### config.mk
export PLATFORM = sky130hd
export DESIGN_NAME = nvm_access_engine
export DESIGN_NICKNAME = d
export VERILOG_FILES = /design/src/rtl/nvm_pkg.sv /design/src/rtl/nvm_host_regs.sv /design/src/rtl/nvm_addr_track.sv /design/src/rtl/nvm_record_form.sv /design/src/rtl/nvm_access_engine.sv
export SDC_FILE = /design/constraint.sdc
export NUM_CORES = 1
export LEC_CHECK = 0
export BUFFER_PORTS_ARGS = -buffer_cell sky130_fd_sc_hd__buf_2
export CORE_MARGIN = 2
export CORE_UTILIZATION = 49
export CTS_BUF_LIST = sky130_fd_sc_hd__clkbuf_8
export DETAILED_ROUTE_END_ITERATION = 10
export PLACE_DENSITY = 0.85
export SLEW_MARGIN = 20
export SYNTH_ARGS = -nofsm -noshare
export SYNTH_HDL_FRONTEND = slang
export SYNTH_SLANG_ARGS = --single-unit
### constraint.sdc
create_clock -name clk -period 3.4 [get_ports clk]
set_input_delay 0.34 -clock clk [delete_from_list [all_inputs] [get_ports clk]]
set_output_delay 0.34 -clock clk [all_outputs]
set_load 0.01 [all_outputs]
### src/rtl/nvm_pkg.sv
package nvm_pkg;
    typedef enum logic [2:0] {
        ST_IDLE  = 3'd0,
        ST_RD    = 3'd1,
        ST_WR    = 3'd2,
        ST_B_HI  = 3'd3,
        ST_B_LO  = 3'd4,
        ST_B_DAT = 3'd5,
        ST_B_PUT = 3'd6
    } nvm_state_e;

    localparam int CTL_W         = 3;
    localparam int CTL_WR_BIT    = 0;
    localparam int CTL_RD_BIT    = 1;
    localparam int CTL_BURST_BIT = 2;

    localparam logic [1:0] SEL_CTL  = 2'd0;
    localparam logic [1:0] SEL_ADDR = 2'd1;
    localparam logic [1:0] SEL_DATA = 2'd2;
    localparam logic [1:0] SEL_BASE = 2'd3;
endpackage

### src/rtl/nvm_host_regs.sv
module nvm_host_regs
    import nvm_pkg::*;
#(
    parameter int HW_W   = 32,
    parameter int EE_AW  = 16,
    parameter int DW     = 8,
    parameter int BASE_W = 9
) (
    input  logic              clk,
    input  logic              rst_n,
    input  logic              wr_ok,
    input  logic [1:0]        hw_sel,
    input  logic [HW_W-1:0]   hw_wdata,
    input  logic              rd_done,
    input  logic [DW-1:0]     rd_byte,
    output logic [EE_AW-1:0]  addr_q,
    output logic [DW-1:0]     data_q,
    output logic [BASE_W-1:0] base_q
);
    always_ff @(posedge clk or negedge rst_n) begin
        if (!rst_n) begin
            addr_q <= '0;
            data_q <= '0;
            base_q <= '0;
        end else begin
            if (wr_ok && hw_sel == SEL_ADDR) begin
                addr_q <= hw_wdata[EE_AW-1:0];
            end
            if (wr_ok && hw_sel == SEL_DATA) begin
                data_q <= hw_wdata[DW-1:0];
            end else if (rd_done) begin
                data_q <= rd_byte;
            end
            if (wr_ok && hw_sel == SEL_BASE) begin
                base_q <= hw_wdata[BASE_W-1:0];
            end
        end
    end
endmodule

### src/rtl/nvm_addr_track.sv
module nvm_addr_track #(
    parameter int EE_AW = 16
) (
    input  logic             clk,
    input  logic             rst_n,
    input  logic             done,
    input  logic [EE_AW-1:0] done_addr,
    output logic [EE_AW-1:0] next_addr,
    output logic             last_is_max
);
    logic             seen_q;
    logic [EE_AW-1:0] last_q;

    always_ff @(posedge clk or negedge rst_n) begin
        if (!rst_n) begin
            seen_q <= 1'b0;
            last_q <= '0;
        end else if (done) begin
            seen_q <= 1'b1;
            last_q <= done_addr;
        end
    end

    // Resume point: location 0 until the first access, then one past the last.
    assign next_addr   = seen_q ? (last_q + 1'b1) : '0;
    assign last_is_max = seen_q && (&last_q);
endmodule

### src/rtl/nvm_record_form.sv
module nvm_record_form #(
    parameter int DW     = 8,
    parameter int BASE_W = 9,
    parameter int MEM_AW = 24
) (
    input  logic              clk,
    input  logic              rst_n,
    input  logic              cap_hi,
    input  logic              cap_lo,
    input  logic              cap_dat,
    input  logic [DW-1:0]     byte_in,
    input  logic [BASE_W-1:0] base_in,
    output logic              rec_term,
    output logic [MEM_AW-1:0] mem_addr,
    output logic [DW-1:0]     mem_wdata
);
    localparam int LOW_W = MEM_AW - BASE_W;

    logic [DW-1:0] hi_q;
    logic [DW-1:0] lo_q;
    logic [DW-1:0] dat_q;
    logic [2*DW-1:0] rec_word;

    always_ff @(posedge clk or negedge rst_n) begin
        if (!rst_n) begin
            hi_q  <= '0;
            lo_q  <= '0;
            dat_q <= '0;
        end else begin
            if (cap_hi)  hi_q  <= byte_in;
            if (cap_lo)  lo_q  <= byte_in;
            if (cap_dat) dat_q <= byte_in;
        end
    end

    assign rec_word  = {hi_q, lo_q};
    // End marker is judged on the stored high byte and the arriving low byte.
    assign rec_term  = &{hi_q, byte_in};
    assign mem_addr  = {base_in, rec_word[LOW_W-1:0]};
    assign mem_wdata = dat_q;
endmodule

### src/rtl/nvm_access_engine.sv
module nvm_access_engine
    import nvm_pkg::*;
#(
    parameter int HW_W   = 32,
    parameter int EE_AW  = 16,
    parameter int DW     = 8,
    parameter int BASE_W = 9,
    parameter int MEM_AW = 24
) (
    input  logic              clk,
    input  logic              rst_n,
    input  logic              hw_en,
    input  logic [1:0]        hw_sel,
    input  logic [HW_W-1:0]   hw_wdata,
    output logic [CTL_W-1:0]  ctrl_o,
    output logic [EE_AW-1:0]  addr_o,
    output logic [DW-1:0]     data_o,
    output logic [BASE_W-1:0] base_o,
    output logic              ee_req,
    output logic              ee_we,
    output logic [EE_AW-1:0]  ee_addr,
    output logic [DW-1:0]     ee_wdata,
    input  logic              ee_ack,
    input  logic [DW-1:0]     ee_rdata,
    output logic              mem_we,
    output logic [MEM_AW-1:0] mem_addr,
    output logic [DW-1:0]     mem_wdata
);
    nvm_state_e st_q, st_d;

    logic             idle, host_ok, ctl_go, xfer_done, at_last;
    logic             rd_done, cap_hi, cap_lo, cap_dat;
    logic             rec_term, last_is_max;
    logic [EE_AW-1:0] trk_next;

    assign idle      = (st_q == ST_IDLE);
    assign host_ok   = hw_en && idle;
    assign ctl_go    = host_ok && (hw_sel == SEL_CTL);
    assign xfer_done = ee_req && ee_ack;
    assign at_last   = &ee_addr;

    nvm_host_regs #(.HW_W(HW_W), .EE_AW(EE_AW), .DW(DW), .BASE_W(BASE_W)) u_regs (
        .clk(clk), .rst_n(rst_n), .wr_ok(host_ok), .hw_sel(hw_sel), .hw_wdata(hw_wdata),
        .rd_done(rd_done), .rd_byte(ee_rdata),
        .addr_q(addr_o), .data_q(data_o), .base_q(base_o)
    );

    nvm_addr_track #(.EE_AW(EE_AW)) u_trk (
        .clk(clk), .rst_n(rst_n), .done(xfer_done), .done_addr(ee_addr),
        .next_addr(trk_next), .last_is_max(last_is_max)
    );

    nvm_record_form #(.DW(DW), .BASE_W(BASE_W), .MEM_AW(MEM_AW)) u_rec (
        .clk(clk), .rst_n(rst_n), .cap_hi(cap_hi), .cap_lo(cap_lo), .cap_dat(cap_dat),
        .byte_in(ee_rdata), .base_in(base_o), .rec_term(rec_term),
        .mem_addr(mem_addr), .mem_wdata(mem_wdata)
    );

    // State register
    always_ff @(posedge clk or negedge rst_n) begin
        if (!rst_n) st_q <= ST_IDLE;
        else        st_q <= st_d;
    end

    // Next-state logic
    always_comb begin
        st_d = st_q;
        unique case (st_q)
            ST_IDLE: begin
                if (ctl_go) begin
                    if (hw_wdata[CTL_RD_BIT])         st_d = ST_RD;
                    else if (hw_wdata[CTL_WR_BIT])    st_d = ST_WR;
                    else if (hw_wdata[CTL_BURST_BIT]) st_d = ST_B_HI;
                end
            end
            ST_RD, ST_WR: begin
                if (ee_ack) st_d = ST_IDLE;
            end
            ST_B_HI: begin
                if (ee_ack) st_d = at_last ? ST_IDLE : ST_B_LO;
            end
            ST_B_LO: begin
                if (ee_ack) st_d = (rec_term || at_last) ? ST_IDLE : ST_B_DAT;
            end
            ST_B_DAT: begin
                if (ee_ack) st_d = ST_B_PUT;
            end
            ST_B_PUT: begin
                st_d = last_is_max ? ST_IDLE : ST_B_HI;
            end
            default: st_d = ST_IDLE;
        endcase
    end

    // Output decode
    always_comb begin
        ee_req  = 1'b0;
        ee_we   = 1'b0;
        ee_addr = trk_next;
        mem_we  = 1'b0;
        ctrl_o  = '0;
        rd_done = 1'b0;
        cap_hi  = 1'b0;
        cap_lo  = 1'b0;
        cap_dat = 1'b0;
        unique case (st_q)
            ST_IDLE: ;
            ST_RD: begin
                ee_req             = 1'b1;
                ee_addr            = addr_o;
                ctrl_o[CTL_RD_BIT] = 1'b1;
                rd_done            = ee_ack;
            end
            ST_WR: begin
                ee_req             = 1'b1;
                ee_we              = 1'b1;
                ee_addr            = addr_o;
                ctrl_o[CTL_WR_BIT] = 1'b1;
            end
            ST_B_HI: begin
                ee_req                = 1'b1;
                ctrl_o[CTL_BURST_BIT] = 1'b1;
                cap_hi                = ee_ack;
            end
            ST_B_LO: begin
                ee_req                = 1'b1;
                ctrl_o[CTL_BURST_BIT] = 1'b1;
                cap_lo                = ee_ack;
            end
            ST_B_DAT: begin
                ee_req                = 1'b1;
                ctrl_o[CTL_BURST_BIT] = 1'b1;
                cap_dat               = ee_ack;
            end
            ST_B_PUT: begin
                mem_we                = 1'b1;
                ctrl_o[CTL_BURST_BIT] = 1'b1;
            end
            default: ;
        endcase
    end

    assign ee_wdata = data_o;
endmodule

# Word-level counts from Yosys, hierarchy flattened
# Index checks and enable logic that the tools add are counted.
totals:
  out_inout_bits: 95
  ram_bits: 0
  mem_bits_ro: 0
  reg_bits: 77
  wordCells: 68
  memories: 0
  in_bits: 46
  latchBits: 0
classes:
  add_sub_neg: 1
  n_mul: 0
  div: 0
  mux: 25
  magnitude_cmp: 0
  eq_ne: 15
  n_reduce_logical: 18
  shift: 0
  bitwise_logic: 0
op_table:
  columns: ["cell", "count"]
  rows:
  - ["16-bit AND reduction", 3]
  - ["16-bit two-way mux", 2]
  - ["3-bit two-way mux", 10]
  - ["3-bit one-hot mux with 6 select lines", 1]
  - ["16-bit by 1-bit adder with 16-bit output, second input constant", 1]
  - ["8-bit two-way mux", 2]
  - ["3-bit equality test, second input constant", 3]
  - ["1-bit two-way mux", 9]
  - ["1-bit logical AND", 7]
  - ["3-bit by 2-bit equality test with 1-bit output, second input constant", 2]
  - ["2-bit inequality test, second input constant", 3]
  - ["6-bit AND reduction", 1]
  - ["5-bit OR reduction", 1]
  - ["2-bit equality test, second input constant", 2]
  - ["2-bit by 1-bit inequality test with 1-bit output, second input constant", 2]
  - ["4-bit inequality test, second input constant", 1]
  - ["4-bit OR reduction", 1]
  - ["3-bit by 1-bit equality test with 1-bit output, second input constant", 1]
  - ["3-bit zero test", 1]
  - ["2-bit by 1-bit equality test with 1-bit output, second input constant", 1]
  - ["2-bit zero test", 1]
  - ["2-bit two-way mux", 1]
  - ["2-bit nonzero test", 1]
  - ["2-bit OR reduction", 1]
  - ["1-bit logical OR", 1]

# Longest topological paths before layout
logic_depth:
  depth_word: 8
  depth_mapped: 8

# By module
# From an unflattened synthesis, not the netlist that was laid out.
unflattened:
  cells_unflattened: 337
  hier_area_um2: 4111.4
modules_own_cells:
  columns: ["module", "area_per_inst_um2", "cells_per_inst", "n_inst"]
  rows:
  - ["nvm_host_regs", 1382.6, 79, 1]
  - ["nvm_record_form", 1062.3, 72, 1]
  - ["nvm_addr_track", 1014.7, 98, 1]
  - ["nvm_access_engine", 651.9, 88, 1]

# Worst setup path after synthesis
# OpenSTA, ideal clock, no wires.
synth_timing:
  path_type: "reg-to-reg"
  startpoint: "register u_trk.last_q[0]"
  endpoint: "register st_q[2]"
  period_less_slack_ns: 2.102
  stages_incl_launch_ff: 9
  path_slack_ns: 1.298
  t_arrival_ns: 1.959
  setup_time_ns: 0.143
  cell_sequence: "dfrtp_1 ha_1 nand3_1 nor3_1 xnor2_1 o31ai_4 nand3_2 nor4_1 o211ai_1"
synth_via:
  elab_chain_cells: 8
  word_cells_on_any_way: 10
  cone_classes: "1 x add/sub; 7 x mux; 2 x reduce/logical"
synth_lines:
  columns: ["element", "line", "rtl"]
  rows:
  - ["from (decl)", "nvm_addr_track.sv:12", "logic [EE_AW-1:0] last_q;"]
  - ["from (signal assigned)", "nvm_addr_track.sv:20", "last_q <= done_addr;"]
  - ["16-bit by 1-bit adder with 16-bit output *", "nvm_addr_track.sv:25", "assign next_addr = seen_q ? (last_q + 1'b1) : '0;"]
  - ["16-bit two-way mux *", "nvm_addr_track.sv:25", null]
  - ["16-bit two-way mux *", "nvm_access_engine.sv:106", "unique case (st_q)"]
  - ["via ee_addr[10]", "nvm_access_engine.sv:21", "output logic [EE_AW-1:0] ee_addr,"]
  - ["16-bit AND reduction *", "nvm_access_engine.sv:40", "assign at_last = &ee_addr;"]
  - ["1-bit logical OR", "nvm_access_engine.sv:83", "if (ee_ack) st_d = (rec_term || at_last) ? ST_IDLE : ST_B_DAT;"]
  - ["3-bit two-way mux (2 in series)", "nvm_access_engine.sv:83", null]
  - ["3-bit one-hot mux with 6 select lines *", "nvm_access_engine.sv:68", "unique case (st_q)"]
  - ["to (signal assigned)", "nvm_access_engine.sv:62", "else st_q <= st_d;"]
  - ["to (decl)", "nvm_access_engine.sv:29", "nvm_state_e st_q, st_d;"]
# The timed path passes the listed nets; every way through them passes the cells marked *. The select of a mux whose other input is x is not followed.
# A chain may end at the register's enable or synchronous reset.

# Worst setup path after layout
layout_timing:
  startpoint: "register st_q[0]"
  endpoint: "output ee_addr[5]"
layout_via:
  elab_chain_cells: 3
  word_cells_on_any_way: 4
  cone_classes: "2 x eq/ne; 1 x mux; 1 x reduce/logical"
layout_lines:
  columns: ["element", "line"]
  rows:
  - ["3-bit by 1-bit equality test with 1-bit output / 3-bit by 2-bit equality test with 1-bit output (equally long branches)", "nvm_access_engine.sv:106"]
  - ["2-bit OR reduction (no source line) *", null]
  - ["16-bit two-way mux *", "nvm_access_engine.sv:106"]
  - ["to (decl)", "nvm_access_engine.sv:21"]
# Every way passes the cells marked *; elsewhere a longest branch is shown, timed or not.

==> key figures <==
Power
  • PwrDens: 965 mW/mm^2
  • VDD IR max: 0.000497 V
  • Pleak: 2.22 nW

Clocking
  • CTS Hold Bufs: 0
  • Worst-Skew Late Latency: 0.36 ns
  • Root Buffer Master: clkbuf_8
  • Worst-path clk slew: 0.09 ns
  • CTS tree: done
  • CTS Buf Count: 9
  • Clk sinks: 77
  • Setup Buffers After CTS: 0
  • Resized cells post-CTS: 0
  • H-tree depth: 3
  • CTS max path bufs: 2

Global route
  • Vias in the first global route: 2970
  • Initial antenna violation count: 0
  • Total gr overflow: 0
  • Tot GR Track Use: 22.1%
  • First-pass GRT wire length: 14900 um
  • Largest net degree at the start of global routing: 78

Yosys
  • Syn_nets: 387
  • Mean area per synthesized cell: 11.5 sq um
  • Main synth FF type: dfrtp_1
  • Share of the synthesized area in the top cell type: 49.5%
  • Synth area leader: dfrtp_1
  • Seq/Total Area, Yosys: 49.5%
  • Area contributors post-synth: dfrtp_1, mux2_2, mux2_1, buf_4, nand2_1
  • Asr flop ratio synth: 100%
  • Seq cells post-synth: 77
  • Synth Warn #: 0
  • Post-synthesis cell area: 0.00389 sq mm
  • Post-synth EDFFs: 0
  • Distinct cells, synth: 46
  • Syn Inst Count: 340

Critical path
  • CP startpoint: st_q[0]
  • Worst EP arrival: 2.66 ns
  • Reg2Reg Capture Point: st_q[2]
  • Worst-path fanout max: 23
  • Element type at the critical path end: output port
  • Crit path launch type: flip-flop
  • Critical Path RT: 3.06 ns
  • Reg2Reg Setup Slack: 0.45 ns
  • Crit Path Category: reg2out
  • R2r startpoint: st_q[0]
  • Worst Reg-to-Reg Cells: 7

Floorplanning
  • Die X-Extent: 93.2 um
  • Die height: 93.2 um
  • Initial Utilization: 50.4%
  • Core Region: 0.00773 sq mm
  • DIE AREA: 0.00868 sq mm
  • Num rows: 32
  • I/O pin count: 141

Cells and area
  • Diodes inserted: 0
  • Ratio of cells with drive above 1 in the final layout: 44.6%
  • Final Util: 59.9%
  • Multi-input gate area: 0.00171 sq mm
  • Most common cell after layout, fill and taps aside: buf_2
  • Final #Nets: 488
  • Area grow syn2layout: 18.9%
  • Most frequent cells in the layout: buf_2, dfrtp_1, nand2_1
  • Reg area: 0.00193 sq mm
  • Filler Cell Count: 661

Route
  • Drt pass-1 iters: 4
  • Post-route antenna net violation count: 0
  • Drt total wl: 9310 um
  • Drt drc: 0
  • DR iter-0 viols: 117
  • Drt via density: 5.49
  • Routed vias: 3006
  • Avg WL per Cell: 17.0 um

STA
  • Setup TNS: 0 ns
  • Fin. Hold Viols: 0
  • RSZ-0062 raised after global routing: no
  • Fin crit share: 88.4%
  • Worst slew pin tran: 1.05 ns
  • Minimum clock period: 3.00 ns
  • Max frequency: 0.333 GHz
  • Final Setup Violations: 0
  • Max Slew Vio Count: 0
  • Slew HR: 29.8%
  • Worst Clk Skew: 0.0113 ns

Place
  • Hpwl dp: 6830 um
  • Port bufs: 124
  • RD Place Congestion: 0.849

Hold path
  • Worst hold path type: in2async

Job
  • Max Cap Violations: 0

Outcome
  • Status: completed
==> power breakdown <==
group / switching, mW / internal [mW]
clock: 0.386 / 0.357
sequential: 0.423 / 1.35
combinational: 1.04 / 0.916
==> logic make-up (layout without fill, tap and decap cells) <==
group	Yosys count	after routing	share of synthesized area (%)
fa+ha+maj	1	1	0.321
flops	77	77	49.5
simple gates	102	102	14.1
xor+xnor	16	16	3.79
compound gates	42	42	8.13
buf+inv	41	147	6.59
mux	61	61	17.6
==> Yosys cell counts (5+ instances only) <==
| cell | instances |
|---|---|
| inv_1 | 5 |
| mux2_2 | 41 |
| dfrtp_1 | 77 |
| nor2_1 | 9 |
| nand3_1 | 10 |
| a22oi_1 | 8 |
| xnor2_1 | 11 |
| o21ai_1 | 7 |
| a21oi_1 | 5 |
| mux2_1 | 20 |
| nand2_1 | 43 |
| clkbuf_1 | 5 |
| buf_4 | 26 |
| nor3_1 | 9 |
| nand4_1 | 9 |
==> sequential cells by signal, summed over array words and instances, names as in the netlist <==
signal / cells
u_regs.addr_q: 16
u_trk.last_q: 16
u_regs.base_q: 9
u_rec.hi_q: 8
u_rec.lo_q: 8
u_rec.mem_wdata: 8
u_regs.data_q: 8
st_q: 3
u_trk.seen_q: 1
==> stage by stage <==
step | hold WS (ns) | cell area [sq um] | total power, mW | cells | setup slack, ns
2_1_floorplan | 0.0444 | 3890 | 3.07 | 340 | 1.30
3_3_place_gp | 0.466 | 4420 | 3.66 | 532 | 0.612
3_5_place_dp | 0.469 | 4420 | 3.74 | 532 | 0.480
4_1_cts | 0.159 | 4630 | 4.50 | 548 | 0.379
5_1_grt | 0.191 | 4630 | 4.76 | 548 | 0.203
6_report | 0.127 | 4630 | 4.47 | 548 | 0.396
==> worst max-delay path: stages (launching register included) <==
cell	delay [ns]
dfrtp_1	0.69
xnor2_2	0.19
nor2_2	0.83
nand2_1	0.15
o21ai_1	0.25
buf_2	0.21
==> cell type report <==
cell class | count | area share [%]
tap | 102 | 2.76
clock buffer | 9 | 2.68
sequential | 77 | 41.6
timing repair buffer | 125 | 13.6
clock inverter | 7 | 1.86
multi-input combinational | 222 | 37.0
inverter | 6 | 0.486
==> worst max-delay path by stage <==
stage                     slack [ns]  cells after the start    endpoint
final                           0.40                      5  ee_addr[5]
after detailed placement        0.48                      7     st_q[2]
after CTS                       0.38                      5  ee_addr[6]
after global routing            0.20                      5  ee_addr[6]
after global placement          0.61                      7     st_q[2]
after floorplan                 1.30                      8     st_q[2]
==> routing by layer <==
| layer | track usage (%) | wire length [um] |
|---|---|---|
| met3 | 5.08 | 650 |
| met1 | 27.3 | 3870 |
| met5 | 0 | 0 |
| met2 | 37.4 | 4590 |
| met4 | 9.19 | 204 |
(Power assumes the default switching activity.)
